`src/rtl/modn_steer_pkg.sv`:
```
package modn_steer_pkg;
  typedef enum logic [1:0] {
    RJ_NONE = 2'd0,
    RJ_FULL = 2'd1,
    RJ_CAP  = 2'd2,
    RJ_BW   = 2'd3
  } rej_e;
endpackage

```
`src/rtl/modn_steer_cause.sv`:
```
module modn_steer_cause
  import modn_steer_pkg::*;
#(
  parameter int NQ = 4
) (
  input  logic [NQ-1:0]      q_full,
  input  logic [NQ-1:0]      q_cap,
  input  logic [NQ-1:0]      q_bw,
  output logic [NQ-1:0]      q_ok,
  output logic [NQ-1:0][1:0] q_rej
);
  for (genvar g = 0; g < NQ; g++) begin : g_q
    always_comb begin
      q_ok[g] = !(q_full[g] || q_cap[g] || q_bw[g]);
      if (q_full[g])     q_rej[g] = RJ_FULL;
      else if (q_cap[g]) q_rej[g] = RJ_CAP;
      else if (q_bw[g])  q_rej[g] = RJ_BW;
      else               q_rej[g] = RJ_NONE;
    end
  end
endmodule

```
`src/rtl/modn_steer_search.sv`:
```
module modn_steer_search #(
  parameter int NQ = 4,
  localparam int IW = (NQ > 1) ? $clog2(NQ) : 1
) (
  input  logic [NQ-1:0] ok,
  input  logic [IW-1:0] start,
  input  logic          loose_en,
  output logic          hit,
  output logic [IW-1:0] idx,
  output logic          via_loose
);
  function automatic logic [IW-1:0] wrap_idx(input int v);
    int r;
    r = (v >= NQ) ? v - NQ : v;
    return IW'(r);
  endfunction

  always_comb begin
    hit       = 1'b0;
    idx       = start;
    via_loose = 1'b0;
    if (ok[start]) begin
      hit = 1'b1;
    end else if (loose_en) begin
      // walk backwards so the nearest following queue wins
      for (int k = NQ - 1; k >= 1; k--) begin
        if (ok[wrap_idx(int'(start) + k)]) begin
          hit       = 1'b1;
          idx       = wrap_idx(int'(start) + k);
          via_loose = 1'b1;
        end
      end
    end
  end
endmodule

```
`src/rtl/modn_steer_ptr.sv`:
```
module modn_steer_ptr #(
  parameter int NQ    = 4,
  parameter int GROUP = 2,
  localparam int IW = (NQ > 1) ? $clog2(NQ) : 1,
  localparam int GW = (GROUP > 1) ? $clog2(GROUP) : 1
) (
  input  logic          clk,
  input  logic          rst,
  input  logic          adv,
  output logic [IW-1:0] ptr
);
  logic [GW-1:0] grp;

  always_ff @(posedge clk) begin
    if (rst) begin
      ptr <= '0;
      grp <= '0;
    end else if (adv) begin
      if (grp == GW'(GROUP - 1)) begin
        grp <= '0;
        ptr <= (ptr == IW'(NQ - 1)) ? '0 : ptr + 1'b1;
      end else begin
        grp <= grp + 1'b1;
      end
    end
  end

  // the pointer only ever steps to the next queue
  p_ptr_step_r4: assert property (@(posedge clk) disable iff (rst)
    !$stable(ptr) |-> ptr == (($past(ptr) == IW'(NQ - 1)) ? '0 : $past(ptr) + 1'b1));

  // without a primary placement the pointer holds
  p_ptr_hold_r9: assert property (@(posedge clk) disable iff (rst)
    !$past(adv) |-> $stable(ptr));
endmodule

```
`src/rtl/modn_steer_stats.sv`:
```
module modn_steer_stats #(
  parameter int FW = 4,
  parameter int CW = 8,
  parameter int AW = 10
) (
  input  logic          clk,
  input  logic          rst,
  input  logic          evt,
  input  logic [FW-1:0] free,
  output logic [CW-1:0] stall_cnt,
  output logic [AW-1:0] free_acc
);
  always_ff @(posedge clk) begin
    if (rst) begin
      stall_cnt <= '0;
      free_acc  <= '0;
    end else if (evt) begin
      stall_cnt <= stall_cnt + 1'b1;
      free_acc  <= free_acc + AW'(free);
    end
  end

  // the accumulator moves together with the stall count
  p_acc_with_stall_r10: assert property (@(posedge clk) disable iff (rst)
    $stable(stall_cnt) |-> $stable(free_acc));
endmodule

```
`src/rtl/modn_steer.sv`:
```
module modn_steer
  import modn_steer_pkg::*;
#(
  parameter int NQ    = 4,
  parameter int FW    = 4,
  parameter int GROUP = 2,
  parameter int CW    = 8,
  parameter int AW    = 10,
  localparam int IW = (NQ > 1) ? $clog2(NQ) : 1
) (
  input  logic             clk,
  input  logic             rst,
  input  logic             req,
  input  logic             loose_en,
  input  logic             disp_ok,
  input  logic [NQ-1:0]    q_full,
  input  logic [NQ-1:0]    q_cap,
  input  logic [NQ-1:0]    q_bw,
  input  logic [NQ*FW-1:0] q_free,
  output logic             res_valid,
  output logic             res_found,
  output logic [IW-1:0]    res_q,
  output logic             res_loose,
  output logic [1:0]       res_cause,
  output logic [CW-1:0]    stall_cnt,
  output logic [AW-1:0]    free_acc
);
  logic [NQ-1:0]      q_ok;
  logic [NQ-1:0][1:0] q_rej;
  logic [IW-1:0]      ptr;
  logic [IW-1:0]      pick;
  logic               hit;
  logic               via_loose;
  logic [FW-1:0]      prim_free;
  logic               stall_evt;
  logic               adv;

  modn_steer_cause #(.NQ(NQ)) u_cause (
    .q_full (q_full),
    .q_cap  (q_cap),
    .q_bw   (q_bw),
    .q_ok   (q_ok),
    .q_rej  (q_rej)
  );

  modn_steer_search #(.NQ(NQ)) u_search (
    .ok        (q_ok),
    .start     (ptr),
    .loose_en  (loose_en),
    .hit       (hit),
    .idx       (pick),
    .via_loose (via_loose)
  );

  assign prim_free = q_free[int'(ptr) * FW +: FW];
  assign stall_evt = req && !q_ok[ptr] && (prim_free != '0);
  assign adv       = req && disp_ok && hit && !via_loose;

  modn_steer_ptr #(.NQ(NQ), .GROUP(GROUP)) u_ptr (
    .clk (clk),
    .rst (rst),
    .adv (adv),
    .ptr (ptr)
  );

  modn_steer_stats #(.FW(FW), .CW(CW), .AW(AW)) u_stats (
    .clk       (clk),
    .rst       (rst),
    .evt       (stall_evt),
    .free      (prim_free),
    .stall_cnt (stall_cnt),
    .free_acc  (free_acc)
  );

  always_ff @(posedge clk) begin
    if (rst) begin
      res_valid <= 1'b0;
      res_found <= 1'b0;
      res_q     <= '0;
      res_loose <= 1'b0;
      res_cause <= RJ_NONE;
    end else begin
      res_valid <= req;
      if (req) begin
        res_found <= hit;
        res_q     <= pick;
        res_loose <= via_loose;
        res_cause <= hit ? RJ_NONE : q_rej[ptr];
      end
    end
  end

  // a selected queue accepted in the request cycle
  p_found_ok_r3: assert property (@(posedge clk) disable iff (rst)
    (res_valid && res_found) |-> ((($past(q_ok) >> res_q) & NQ'(1)) != '0));

  // no relaxed placement unless the mode was on
  p_strict_r6: assert property (@(posedge clk) disable iff (rst)
    (res_valid && res_loose) |-> $past(loose_en));

  // a miss always carries a reject code
  p_miss_cause_r5: assert property (@(posedge clk) disable iff (rst)
    (res_valid && !res_found) |-> res_cause != RJ_NONE);

  // a hit carries no reject code
  p_hit_clean_r7: assert property (@(posedge clk) disable iff (rst)
    (res_valid && res_found) |-> res_cause == RJ_NONE);
endmodule

```
`config.mk`:
```
export PLATFORM = sky130hd
export DESIGN_NAME = modn_steer
export DESIGN_NICKNAME = d
export VERILOG_FILES = /design/src/rtl/modn_steer_pkg.sv /design/src/rtl/modn_steer_cause.sv /design/src/rtl/modn_steer_search.sv /design/src/rtl/modn_steer_ptr.sv /design/src/rtl/modn_steer_stats.sv /design/src/rtl/modn_steer.sv
export SDC_FILE = /design/constraint.sdc
export NUM_CORES = 1
export LEC_CHECK = 0
export BUFFER_PORTS_ARGS = -buffer_cell sky130_fd_sc_hd__buf_2
export CORE_MARGIN = 5
export CORE_UTILIZATION = 41
export CTS_CLUSTER_SIZE = 25
export DETAILED_ROUTE_END_ITERATION = 10
export PLACE_DENSITY = 0.72
export SKIP_LAST_GASP = 1
export SLEW_MARGIN = 20
export SYNTH_ARGS = -nofsm -noshare
export SYNTH_HDL_FRONTEND = slang
export SYNTH_HIERARCHICAL = 1
export SYNTH_SLANG_ARGS = --single-unit
```
`constraint.sdc`:
```
create_clock -name clk -period 5 [get_ports clk]
set_input_delay 0.25 -clock clk [delete_from_list [all_inputs] [get_ports clk]]
set_output_delay 0.25 -clock clk [all_outputs]
set_load 0.02 [all_outputs]
```
==> reports/results.ini <==
[critical_path]
r2r_slack_ns=2.17
reg2reg_from=u_ptr/ptr[1]
crit_arrival_ns=2.97
worst_setup_path_end_kind=flop
crit_type=flop to flop
slowest_stage=dfxtp_1
rr_endpoint=u_stats/free_acc[6]
rr_worst_depth=7
worstPathRequired_ns=5.14
max_stage_delay_ns=0.77
path_cells=mux4_1 -> ha_1 -> fa_1 -> a211oi_1 -> nor3_1 -> xnor2_1 -> nor2_1
cp-start-kind=flop
path_max_fanout=19

[synthesis]
seq_area_frac_synth_pct=30.9
synth_fp_nets=237
synth.avg_cell_area_um2=9.20
yosys.cell_types.count=47
synthArstFlopShare_pct=0
netlist_area_um2=1810
netlist_instances=197
synth-edff-count=0
ys_warn_count=6
yosys_most_used_dff=dfxtp_1
synth-seq-cells=28

[min_path]
hold_depth=2
hold_path_startpoint=req
min_path_type=input pin to flop
hold_path_end=res_valid

[route]
wl_um=3970
wire_per_inst_um=13.1
via_per_inst=5.29
drc=0
firstDrtPassIters=4
drtIter0Drc=58
vias=1608
route.antenna.remaining_nets=0

[pwr]
ir_drop_mv=0.0932
clockPowerShare_pct=25.3
combPwrFrac_pct=23.0
p_int_uw=332
net-switching-power_uw=131
swShare_pct=28.2
total_leakage_power_nw=0.969
pwr-share-seq_pct=51.7
finalPower_uw=463
p_per_area_nw_per_um2=213

[clock_tree]
clockBufferDepth=2
cts.sinks=28
cts_hold_buf=0
root_buffer=clkbuf_8
clkLatencyLatePin_ns=0.26
cts_tree=done
htreeDepth=1
numCtsBuffers=3
post_cts_resized=0
cts.clk_slew.worst_paths_ns=0.09
cts_setup_buffers=0

[place]
dp_hpwl_um=3110
gp_congestion=0.723
place_inst=301
io_buffers=57

[sta]
hold_viol=0
max_slew.worst_pin.slew_ns=0.834
fin_crit_sh_pct=56.6
setup_viol=0
timing.slew.headroom_pct=43.9
hold_ws_ns=0.342
finalSetupTns_ns=0
slew_violations=0
layout_min_cycle_time_ns=2.83
rsz0062_at_grt=false
fin_skew_ns=0.00474
timing.fmax_mhz=353

[floorplan]
fp.dieW_um=76.5
rows=24
start_util_pct=41.9
core_area_um2=4320
dieHeight_um=76.5
dieArea_um2=5850
io_pins=58

[global_routing]
grt_max_degree=31
grt_antenna_before_repair=0
grt-ovfl-total=0
grt_pass1_wl_um=6490
grt_pass1_vias=1426
grt_usage_pct=13.1

[cells_and_area]
drive_gt1_share_pct=29.8
area_growth_pct=20.2
final_cells=304
nFillCells=409
layout.nets=294
n_antenna_cell=0

[flow_run]
maxCapViolCount=0

[outcome]
outcome=completed

## sequential cells by signal, indices dropped and copies added, names as in the netlist
register           count
u_stats/free_acc      10
res_loose              1
res_valid              1
u_ptr/grp              1
res_found              1
u_stats/stall_cnt      8
u_ptr/ptr              2
res_q                  2
res_cause              2
## final cells by class
type / count / area, µm² / area share [%]
sequential: 28 / 561 / 25.7
tap: 52 / 65.1 / 2.99
inverter: 12 / 45.0 / 2.07
clock buffer: 3 / 41.3 / 1.90
multi-input combinational: 148 / 1150 / 52.8
timing repair buffer: 61 / 315 / 14.5
## Yosys cell counts, drive strengths merged, types with 4 or more instances
master	number	share of area, %
o21ai	6	1.7
a211oi	5	2.1
a21oi	13	3.6
xnor2	5	2.4
a21o	6	2.5
nand3	4	1.1
ha	6	4.1
mux2i	9	5.0
nor2b	5	1.7
dfxtp	28	31
xor2	4	1.9
nor3	6	1.7
inv	12	2.5
nor2	29	6.0
nand4	4	1.4
mux4	8	11
nand2	9	1.9
buf	6	2.8
## how the worst max path moves through the flow
stage / startpoint / endpoint / slack [ns] / cells after the start
global route: u_ptr/ptr[1] / u_stats/free_acc[6] / 2.01 / 7
CTS: u_ptr/ptr[1] / u_stats/free_acc[6] / 2.18 / 7
global placement: u_ptr/ptr[0] / u_stats/free_acc[6] / 2.24 / 8
detailed placement: u_ptr/ptr[1] / u_stats/free_acc[6] / 2.20 / 7
floorplan: u_ptr/ptr[0] / u_stats/free_acc[6] / 2.44 / 8
finish: u_ptr/ptr[1] / u_stats/free_acc[6] / 2.17 / 7
## kinds of logic (layout without fill, tap and decap cells)
kind of cell,count (synthesis),count (layout),share of synthesized area [%]
simple gates,73,73,21.3
compound gates,41,41,15.9
flops,28,28,30.9
buf+inv,21,76,5.87
mux,18,18,16.4
xor+xnor,9,9,4.35
fa+ha+maj,7,7,5.25
## worst max-delay path: cells and delay by family, from the launching register on
kind,cells,cell delay [ns]
compound gates,1,0.49
xor+xnor,1,0.16
fa+ha+maj,2,0.65
simple gates,2,0.19
mux,1,0.43
flops,1,0.77
## metrics by stage
| step | area [µm²] | utilization (%) | setup WS, ns |
|---|---|---|---|
| detailed placement | 2140 | 49.4 | 2.20 |
| global route | 2180 | 50.3 | 2.01 |
| global placement | 2140 | 49.4 | 2.24 |
| CTS | 2180 | 50.3 | 2.18 |
| finish | 2180 | 50.3 | 2.17 |
| floorplan | 1810 | - | 2.44 |
## cell usage in the layout (no fill, tap or decap), types with 5 or more instances in the layout
cell type and n:
a21oi_1 13, dfxtp_1 28, nor2b_1 5, buf_2 57, inv_1 11, nor3_1 6
nand2_1 9, mux2i_1 9, a211oi_1 5, xnor2_1 5, ha_1 6, o21ai_0 5
nor2_1 29, a21o_1 6
## metal layers
metal	GRT usage [%]	wire [µm]
met5	0	0
met4	3.15	25
met3	3.07	239
met2	21.3	1840
met1	17.3	1860
## power groups by stage
stage / clock network, mW / registers [mW] / logic (mW)
2_1_floorplan: 0 / 0.254 / 0.0595
3_3_place_gp: 0 / 0.245 / 0.105
3_5_place_dp: 0 / 0.245 / 0.107
4_1_cts: 0.123 / 0.240 / 0.107
5_1_grt: 0.131 / 0.241 / 0.119
6_report: 0.117 / 0.240 / 0.106
(Power assumes the default switching activity.)
